<file path="src/rtl/dlist_walker_pkg.sv">
package dlist_walker_pkg;

  // Upper bound on channels carried by the strobe struct.
  localparam int MAX_CH   = 8;
  localparam int CH_IDX_W = $clog2(MAX_CH);

  typedef enum logic [1:0] {
    CH_IDLE = 2'd0,
    CH_PEND = 2'd1,
    CH_WAIT = 2'd2
  } chState_e;

  // Control-to-datapath strobes.
  typedef struct packed {
    logic [MAX_CH-1:0]   accept;
    logic                launch;
    logic [CH_IDX_W-1:0] launchCh;
    logic                ret;
    logic [CH_IDX_W-1:0] retCh;
  } walkStrobes_t;

  // Datapath-to-control decode of the header being returned.
  typedef struct packed {
    logic isEnd;
    logic sizeZero;
    logic overrun;
  } hdrVerdict_t;

  // Mode codes 01 and 11 allow a walk; 00 (off) and 10 (end-of-frame) do not.
  function automatic logic modeRuns(input logic [1:0] m);
    return m[0];
  endfunction

endpackage

</file>
<file path="src/rtl/dlist_walker_ctrl.sv">
module dlist_walker_ctrl
  import dlist_walker_pkg::*;
#(
  parameter int NUM_CH = 3
) (
  input  logic                clk,
  input  logic                rstN,
  input  logic [NUM_CH-1:0]   startPulse,
  input  logic [2*NUM_CH-1:0] chanMode,
  input  hdrVerdict_t         verdict,
  output walkStrobes_t        strobes
);

  chState_e            st [NUM_CH];
  logic [NUM_CH-1:0]   pendVec;
  logic [NUM_CH-1:0]   acceptVec;
  logic [CH_IDX_W-1:0] rrPtr;
  logic [CH_IDX_W-1:0] grantIdx;
  logic                launchNow;
  logic                retValid;
  logic [CH_IDX_W-1:0] retCh;
  logic                stopWalk;

  assign stopWalk  = verdict.isEnd | verdict.sizeZero | verdict.overrun;
  assign launchNow = |pendVec;

  always_comb begin
    for (int i = 0; i < NUM_CH; i++) begin
      pendVec[i]   = (st[i] == CH_PEND);
      acceptVec[i] = startPulse[i] && (st[i] == CH_IDLE) &&
                     modeRuns(chanMode[2*i +: 2]);
    end
  end

  // Rotating grant: the smallest offset from rrPtr wins.
  always_comb begin
    grantIdx = '0;
    for (int k = NUM_CH - 1; k >= 0; k--) begin
      if (pendVec[(int'(rrPtr) + k) % NUM_CH])
        grantIdx = CH_IDX_W'((int'(rrPtr) + k) % NUM_CH);
    end
  end

  always_comb begin
    strobes                    = '0;
    strobes.accept[NUM_CH-1:0] = acceptVec;
    strobes.launch             = launchNow;
    strobes.launchCh           = grantIdx;
    strobes.ret                = retValid;
    strobes.retCh              = retCh;
  end

  always_ff @(posedge clk or negedge rstN) begin
    if (!rstN) begin
      rrPtr    <= '0;
      retValid <= 1'b0;
      retCh    <= '0;
    end else begin
      retValid <= launchNow;
      if (launchNow) begin
        retCh <= grantIdx;
        rrPtr <= (grantIdx == CH_IDX_W'(NUM_CH - 1)) ? '0 : grantIdx + 1'b1;
      end
    end
  end

  // Per-channel walk state.
  always_ff @(posedge clk or negedge rstN) begin
    if (!rstN) begin
      for (int i = 0; i < NUM_CH; i++) st[i] <= CH_IDLE;
    end else begin
      for (int i = 0; i < NUM_CH; i++) begin
        case (st[i])
          CH_IDLE: if (acceptVec[i]) st[i] <= CH_PEND;
          CH_PEND: if (launchNow && grantIdx == CH_IDX_W'(i)) st[i] <= CH_WAIT;
          CH_WAIT: if (retValid && retCh == CH_IDX_W'(i))
                     st[i] <= stopWalk ? CH_IDLE : CH_PEND;
          default: st[i] <= CH_IDLE;
        endcase
      end
    end
  end

endmodule

</file>
<file path="src/rtl/dlist_walker_dp.sv">
module dlist_walker_dp
  import dlist_walker_pkg::*;
#(
  parameter int NUM_CH     = 3,
  parameter int MEM_WORDS  = 4096,
  parameter int BOOT_WORDS = 32,
  parameter int DATA_W     = 32,
  parameter int END_BIT    = 31,
  parameter int SIZE_LSB   = 24,
  parameter int SIZE_W     = 6,
  localparam int ADDR_W    = $clog2(MEM_WORDS),
  localparam int CHW       = (NUM_CH > 1) ? $clog2(NUM_CH) : 1
) (
  input  logic              clk,
  input  logic              rstN,
  input  logic              cfgWe,
  input  logic [CHW-1:0]    cfgChan,
  input  logic [ADDR_W-1:0] cfgAddr,
  input  walkStrobes_t      strobes,
  input  logic [DATA_W-1:0] memRdata,
  output logic              memReq,
  output logic [ADDR_W-1:0] memAddr,
  output hdrVerdict_t       verdict,
  output logic              entValid,
  output logic [CHW-1:0]    outChan,
  output logic [ADDR_W-1:0] entAddr,
  output logic [DATA_W-1:0] entCtrl,
  output logic              listDone,
  output logic              listErr
);

  logic [ADDR_W-1:0] startReg [NUM_CH];
  logic [ADDR_W-1:0] curAddr  [NUM_CH];
  logic [CHW-1:0]    retSel;
  logic [CHW-1:0]    launchSel;
  logic [ADDR_W-1:0] retAddr;
  logic [SIZE_W-1:0] sizeVal;
  logic              endFlag;
  logic [ADDR_W:0]   nextAddr;
  logic              advance;

  assign retSel    = strobes.retCh[CHW-1:0];
  assign launchSel = strobes.launchCh[CHW-1:0];
  assign memReq    = strobes.launch;
  assign memAddr   = curAddr[launchSel];

  // Header decode.
  assign retAddr  = curAddr[retSel];
  assign sizeVal  = memRdata[SIZE_LSB +: SIZE_W];
  assign endFlag  = memRdata[END_BIT];
  assign nextAddr = {1'b0, retAddr} + (ADDR_W + 1)'(sizeVal);

  assign verdict.isEnd    = strobes.ret && endFlag;
  assign verdict.sizeZero = strobes.ret && !endFlag && (sizeVal == '0);
  assign verdict.overrun  = strobes.ret && !endFlag && (sizeVal != '0) &&
                            (nextAddr >= (ADDR_W + 1)'(MEM_WORDS));
  assign advance = strobes.ret && !verdict.isEnd && !verdict.sizeZero &&
                   !verdict.overrun;

  // Pointer registers and walk cursors.
  always_ff @(posedge clk or negedge rstN) begin
    if (!rstN) begin
      for (int i = 0; i < NUM_CH; i++) begin
        startReg[i] <= ADDR_W'(BOOT_WORDS);
        curAddr[i]  <= ADDR_W'(BOOT_WORDS);
      end
    end else begin
      for (int i = 0; i < NUM_CH; i++) begin
        if (cfgWe && cfgChan == CHW'(i) && cfgAddr >= ADDR_W'(BOOT_WORDS))
          startReg[i] <= cfgAddr;
        if (strobes.accept[i])
          curAddr[i] <= startReg[i];
        else if (advance && retSel == CHW'(i))
          curAddr[i] <= nextAddr[ADDR_W-1:0];
      end
    end
  end

  // Registered output stream.
  always_ff @(posedge clk or negedge rstN) begin
    if (!rstN) begin
      entValid <= 1'b0;
      listDone <= 1'b0;
      listErr  <= 1'b0;
      outChan  <= '0;
      entAddr  <= '0;
      entCtrl  <= '0;
    end else begin
      entValid <= strobes.ret && !endFlag && (sizeVal != '0);
      listDone <= verdict.isEnd;
      listErr  <= verdict.sizeZero | verdict.overrun;
      if (strobes.ret) begin
        outChan <= retSel;
        entAddr <= retAddr;
        entCtrl <= memRdata;
      end
    end
  end

endmodule

</file>
<file path="src/rtl/dlist_walker.sv">
module dlist_walker
  import dlist_walker_pkg::*;
#(
  parameter int NUM_CH     = 3,
  parameter int MEM_WORDS  = 4096,
  parameter int BOOT_WORDS = 32,
  parameter int DATA_W     = 32,
  parameter int END_BIT    = 31,
  parameter int SIZE_LSB   = 24,
  parameter int SIZE_W     = 6,
  localparam int ADDR_W    = $clog2(MEM_WORDS),
  localparam int CHW       = (NUM_CH > 1) ? $clog2(NUM_CH) : 1
) (
  input  logic                clk,
  input  logic                rstN,
  input  logic                cfgWe,
  input  logic [CHW-1:0]      cfgChan,
  input  logic [ADDR_W-1:0]   cfgAddr,
  input  logic [2*NUM_CH-1:0] chanMode,
  input  logic [NUM_CH-1:0]   startPulse,
  output logic                memReq,
  output logic [ADDR_W-1:0]   memAddr,
  input  logic [DATA_W-1:0]   memRdata,
  output logic                entValid,
  output logic [CHW-1:0]      outChan,
  output logic [ADDR_W-1:0]   entAddr,
  output logic [DATA_W-1:0]   entCtrl,
  output logic                listDone,
  output logic                listErr
);

  walkStrobes_t strobes;
  hdrVerdict_t  verdict;

  dlist_walker_ctrl #(.NUM_CH(NUM_CH)) u_ctrl (
    .clk       (clk),
    .rstN      (rstN),
    .startPulse(startPulse),
    .chanMode  (chanMode),
    .verdict   (verdict),
    .strobes   (strobes)
  );

  dlist_walker_dp #(
    .NUM_CH    (NUM_CH),
    .MEM_WORDS (MEM_WORDS),
    .BOOT_WORDS(BOOT_WORDS),
    .DATA_W    (DATA_W),
    .END_BIT   (END_BIT),
    .SIZE_LSB  (SIZE_LSB),
    .SIZE_W    (SIZE_W)
  ) u_dp (
    .clk     (clk),
    .rstN    (rstN),
    .cfgWe   (cfgWe),
    .cfgChan (cfgChan),
    .cfgAddr (cfgAddr),
    .strobes (strobes),
    .memRdata(memRdata),
    .memReq  (memReq),
    .memAddr (memAddr),
    .verdict (verdict),
    .entValid(entValid),
    .outChan (outChan),
    .entAddr (entAddr),
    .entCtrl (entCtrl),
    .listDone(listDone),
    .listErr (listErr)
  );

endmodule

</file>
<file path="config.mk">
export PLATFORM = sky130hd
export DESIGN_NAME = dlist_walker
export DESIGN_NICKNAME = d
export VERILOG_FILES = /design/src/rtl/dlist_walker_pkg.sv /design/src/rtl/dlist_walker_ctrl.sv /design/src/rtl/dlist_walker_dp.sv /design/src/rtl/dlist_walker.sv
export SDC_FILE = /design/constraint.sdc
export NUM_CORES = 1
export LEC_CHECK = 0
export BUFFER_PORTS_ARGS = -buffer_cell sky130_fd_sc_hd__buf_2
export CAP_MARGIN = 10
export CORE_MARGIN = 2
export CORE_UTILIZATION = 40
export DETAILED_ROUTE_END_ITERATION = 8
export PLACE_DENSITY = 0.69
export RECOVER_POWER = 100
export SLEW_MARGIN = 20
export SYNTH_ARGS = -nofsm -noshare
export SYNTH_HDL_FRONTEND = slang
export SYNTH_SLANG_ARGS = --single-unit
export TNS_END_PERCENT = 1
</file>
<file path="constraint.sdc">
create_clock -name clk -period 12.3 [get_ports clk]
set_input_delay 2.46 -clock clk [delete_from_list [all_inputs] [get_ports clk]]
set_output_delay 2.46 -clock clk [all_outputs]
set_load 0.01 [all_outputs]
</file>
* Word level (Yosys, flattened, before mapping)
Index checks and enable logic that the tools add are counted.
Storage, ports and cells: output and inout port bits 62, register bits after elaboration 134
Operators by class: muxes and demuxes 38, eq/ne operators 23, divide/modulo/power cells 3, order comparisons 7, bitwise logic cells 5, reductions and logical operators 49, add/subtract/negate cells 4
Operators with widths (count):
- $mux W12 | 10
- $lt A32 B4 Y1 const B | 3
- $mod A32 B3 Y32 const B | 2
- $bmux W12 S2 | 2
- $mod A4 B3 Y32 const B | 1
- $logic_and A1 B1 Y1 | 29
- $mux W2 | 9
- $pmux W2 S3 | 3
- $add A12 B6 Y13 | 1
- $ge A13 B13 Y1 const B | 1
- $ge A12 B6 Y1 const B | 1
- $mux W3 | 4
- $ne A2 B2 Y1 const B | 6
- $eq A2 B1 Y1 const B | 5
- $eq A2 B2 Y1 const B | 5
- $logic_not A2 Y1 | 5
- $reduce_and A3 Y1 | 3
- $mux W1 | 7
- $bmux W1 S2 | 3
- $eq A3 B1 Y1 const B | 2
- $eq A3 B2 Y1 const B | 2
- $ge A3 B3 Y1 const B | 2
- $logic_not A3 Y1 | 2
- $logic_not A6 Y1 | 1
- 10 further kinds | 20

* Longest topological paths before layout
depth after elaboration 12, mapped depth 20, depth with buffers taken out 16

* By module
Synthesis repeated with hierarchy kept, for this count alone.
Second synthesis, totals: cell total of the unflattened synthesis 693, area total of the unflattened synthesis 7419.6 um2
By module, submodules not included:
- dlist_walker_dp | area an instance 5775.5 um2, seq. area each 3035.4 um2, instances 1, cells an instance 484
- dlist_walker_ctrl | area an instance 1644.1 um2, seq. area each 325.3 um2, instances 1, cells an instance 209

* Worst setup path after synthesis
OpenSTA, ideal clock, no wires.
path type reg-to-output, start point register u_ctrl.rrPtr[1], end point output memAddr[5], buffers on the path 4, arrival time 4254 ps, cell stages (with the launch flop) 21, path slack 5586 ps, path through dfrtp_1 > ha_1 > buf_2 > and2_0 > buf_2 > nor2_1 > ha_1 > ha_1 > a211oi_2 > a2111oi_4 > ha_1 > clkbuf_1 > nor4bb_1 > mux2i_1 > o31a_1 > o311ai_1 > a21o_1 > o22ai_2 > buf_2 > a22o_1 > a21o_1
On the way: longest elaborated chain between the ends 12, elaborated cells on any way between the ends 21, those cells by class add/sub: 2; div: 3; mux: 15; bitwise: 1
Ends and longest elaborated chain:
- start: declaration | line dlist_walker_ctrl.sv:17 | logic [CH_IDX_W-1:0] rrPtr;
- start signal: assignment | line dlist_walker_ctrl.sv:62 | rrPtr <= (grantIdx == CH_IDX_W'(NUM_CH - 1)) ? '0 : grantIdx + 1'b1;
- $add A3 B2 Y4 | line dlist_walker_ctrl.sv:39, dlist_walker_ctrl.sv:40
- $mod A32 B3 Y32 | line dlist_walker_ctrl.sv:39, dlist_walker_ctrl.sv:40
- $bmux W1 S2 | line dlist_walker_ctrl.sv:39 | if (pendVec[(int'(rrPtr) + k) % NUM_CH])
- $mux W1 (not written as such) (2 in series) | line dlist_walker_ctrl.sv:39
- $mux W3 (2 in series) | line dlist_walker_ctrl.sv:39
- $mux W3 (*) | line dlist_walker_ctrl.sv:39
- $not A2 Y3 (not written as such) (*) | line dlist_walker_dp.sv:45 | assign memAddr = curAddr[launchSel];
- $bmux W12 S2 (*) | line dlist_walker_dp.sv:45
- $mux W12 (not written as such) (*) (2 in series) | line dlist_walker_dp.sv:45
- end: declaration | line dlist_walker.sv:22 | output logic [ADDR_W-1:0] memAddr,
Every way passes the cells marked *; elsewhere a longest branch is shown, timed or not. The select of a mux whose other input is x is not followed.

* Final worst setup path
start point register u_ctrl.rrPtr[0], end point output memAddr[7]
Same word-level chain as after synthesis.

==> impl_results.md <==
- Status: finished, violations left
- Failing checks: max-capacitance violations, max-slew violations
- I/O Buffers: 116
- Final Hold Fails: 0
- Initial Utilization: 40.5%
- I/O pins: 120
- Crit. End Element: primary output
- Cts repair resizes: 0
- Crit path capture: memAddr[7]
- Synth top cells by count: dfrtp_1 (128), mux2_2 (76), nand2_1 (53)
- Worst clock skew: 0.00678 ns
- H-tree Lvls: 4
- Final ANT Viol Nets: 0
- Switch share: 42.3%
- Clk Latency, worst-skew pair: 0.42 ns
- RSZ-0062 raised after global routing: no
- Final period utilization: 79.3%
- Largest net degree at the start of global routing: 85
- First-pass DRT Iterations: 5
- Clock sinks: 134
- Total CTS buffers: 17
- Area of the mapped netlist: 7230 um^2
- Syn_area_per_cell: 10.9 um^2
- Die Ht: 138 um
- FF-to-FF path depth: 16
- Placed cell area: 8080 um^2
- Reg-to-Reg Start: u_ctrl.rrPtr[0]
- Worst vdd ir: 0.250 mV
- Total track usage: 19.0%
- Power density over cell area: 322 nW/um^2
- Die X: 138 um
- Overflow after GRT: 0
- FILL cells: 1650
- Synth cell types: 70
- CTS root buf: clkbuf_16
- Worst R2R End: u_ctrl.st[3]
- Final Cell Area: 8590 um^2
- Worst-path maximum fanout: 20
- Least-Margin Pin Slew: 4.33 ns
- Peak Freq: 103 MHz
- Worst EP arrival: 7.29 ns
- Share of cells above drive strength 1: 22.7%
- Main synth FF type: dfrtp_1
- Synth Register Bits: 134
- Site Rows: 49
- Logic pwr share: 51.7%
- First-pass GRT wire length: 29.1 mm
- Setup violators final: 0
- Power Total: 2.77 mW
- Hold path depth: 2
- Hold Crit Start: u_dp.startReg[5]
- Vias in the first global route: 5492
- Worst-path clk slew: 0.06 ns
- Area contributors post-synth: dfrtp_1 (44%), mux2_2 (12%), mux2i_1 (6.1%)
- Post-CTS Setup Bufs: 0
- Critical path type: reg -> out
- Initial DRC count: 428
- Layout Area Growth over Synthesis: 18.8%
- Syn Nets: 742
- Worst slew margin: -189%
- LEAKAGE: 3.69 nW
- Cell with the most instances after synthesis: dfrtp_1
- Routed WL per cell: 17.6 um
- Top-area cell type share of the netlist area: 44.3%
- Residual DRC: 0
- Setup TNS: 0 ns
- Drt total wl: 17.9 mm
- Top cell type by total area after synthesis: dfrtp_1
- Sequential power share: 27.2%
- CP Data Required Time: 9.84 ns
- Ant diodes: 0
- Final Max Slew Viols: 202
- Max cap viols: 4
- Part of the power in the clock network: 21.1%
- Sequential fraction of the synthesis area: 46.5%
- Asr flop ratio synth: 100%
- Std-Cell Core Area: 17800 um^2
- Setup crit start kind: flip-flop
- Total number of vias: 5593
- Routed vias/inst: 5.49
- Worst hold path type: reg -> reg
- Post-synth EDFFs: 0
- Hold bufs inserted after CTS: 0
- Die area: 19200 um^2
- Clk buf depth: 2
- Routability Congestion: 0.823
- Net Sw Power: 1.17 mW
- Cells after Synth: 661
- Initial antenna violation count: 0
- R2R Setup Slk: 5.96 ns
- Synthesis Warnings: 0
- Setup crit start: u_ctrl.rrPtr[0]
- CTS tree: built
- Fin nets: 857
- Cell-internal power: 1.60 mW
- Dpl hpwl: 12.3 mm
- Fin crit period: 9.75 ns
==> area by class of cell <==
class	count	area [um^2]	share of cell area [%]
clock buffers	19	453	5.27
clock inverters	13	225	2.62
inverters	19	71.3	0.830
multi-input cells	476	3630	42.3
flip-flops and latches	134	3360	39.1
well taps	229	287	3.34
repair buffers	128	562	6.54
==> cells by family (layout without fill, tap and decap cells) <==
group / after synthesis / after routing / synth area share (%)
and+or+nand+nor: 165 / 165 / 11.7
AOI/OAI and AO/OA: 153 / 153 / 14.9
DFF: 134 / 134 / 46.5
muxes: 120 / 120 / 17.9
buffers and inverters: 51 / 179 / 2.98
adders and majority gates: 23 / 23 / 4.08
xor gates and xnor gates: 15 / 15 / 1.92
==> critical path, stage by stage (launching register included) <==
cell and delay [ns]:
dfrtp_1 0.75, clkinv_1 0.47, ha_1 0.48, ha_1 0.25
ha_1 0.28, and2_1 0.17, a2111oi_0 0.88, ha_1 0.48
nor4bb_1 0.10, mux2i_1 0.24, o31a_1 0.29, nor4_1 0.07
a211oi_1 0.37, o22ai_2 0.11, clkbuf_1 0.44, nor2_1 1.00
a221o_1 0.32, clkbuf_1 0.16
==> state kept, by name, indices dropped and copies added (netlist names), 2 cells and up <==
signal / cells
u_dp.curAddr: 36
u_dp.entCtrl: 32
u_ctrl.retCh: 3
u_ctrl.st: 6
u_dp.entAddr: 12
u_ctrl.rrPtr: 3
u_dp.startReg: 36
u_dp.outChan: 2
==> cells in the final DEF, fill, tap and decap left out, types with 4 or more instances in the layout <==
cell and n:
a211oi_1 7, a21o_1 17, a21oi_1 29, a221o_1 6
a22o_1 13, and2_1 4, buf_2 50, buf_4 5
bufinv_16 6, clkbuf_1 73, clkbuf_16 17, clkinv_2 4
dfrtp_1 127, dfstp_2 6, ha_1 22, inv_1 18
mux2_2 75, mux2i_1 44, nand2_1 53, nand2b_1 8
nand3_1 6, nor2_1 37, nor2b_1 7, nor3_1 11
nor3b_1 7, o21ai_0 41, o21ai_1 5, or3_1 4
xnor2_1 12
==> metrics by stage <==
stage / setup slack [ns] / util (%) / hold WS (ns) / cells
after floorplan: 5.59 / - / 0.440 / 661
after CTS: 3.41 / 49.1 / 0.461 / 1018
after global routing: 1.83 / 48.1 / 0.479 / 1018
after detailed placement: 3.86 / 45.3 / 0.456 / 986
after global placement: 3.99 / 45.3 / 0.452 / 986
final: 2.55 / 48.1 / 0.463 / 1018
==> worst min-delay path by stage <==
stage                             endpoint  slack (ns)
final                      u_dp.curAddr[5]        0.46
after global routing       u_dp.curAddr[5]        0.48
after CTS                 u_dp.curAddr[29]        0.46
after detailed placement   u_dp.curAddr[5]        0.46
after global placement    u_dp.curAddr[29]        0.45
after floorplan            u_ctrl.retCh[2]        0.44
==> metal layers <==
layer  vias up  track usage (%)  wire [um]
li1       2638                -          -
met1      2778             27.4       8540
met2       161             29.1       8320
met3        16             3.29        852
met4         0             6.50        238
met5         -                0          0
==> power groups by stage <==
stage | combinational (mW) | clock, mW | sequential, mW
4_1_cts | 1.51 | 0.592 | 0.749
5_1_grt | 1.57 | 0.611 | 0.777
2_1_floorplan | 1.04 | 0 | 0.762
6_report | 1.43 | 0.583 | 0.753
3_5_place_dp | 1.49 | 0 | 0.754
3_3_place_gp | 1.47 | 0 | 0.747
Note: power is estimated with default switching activity, not from simulation.
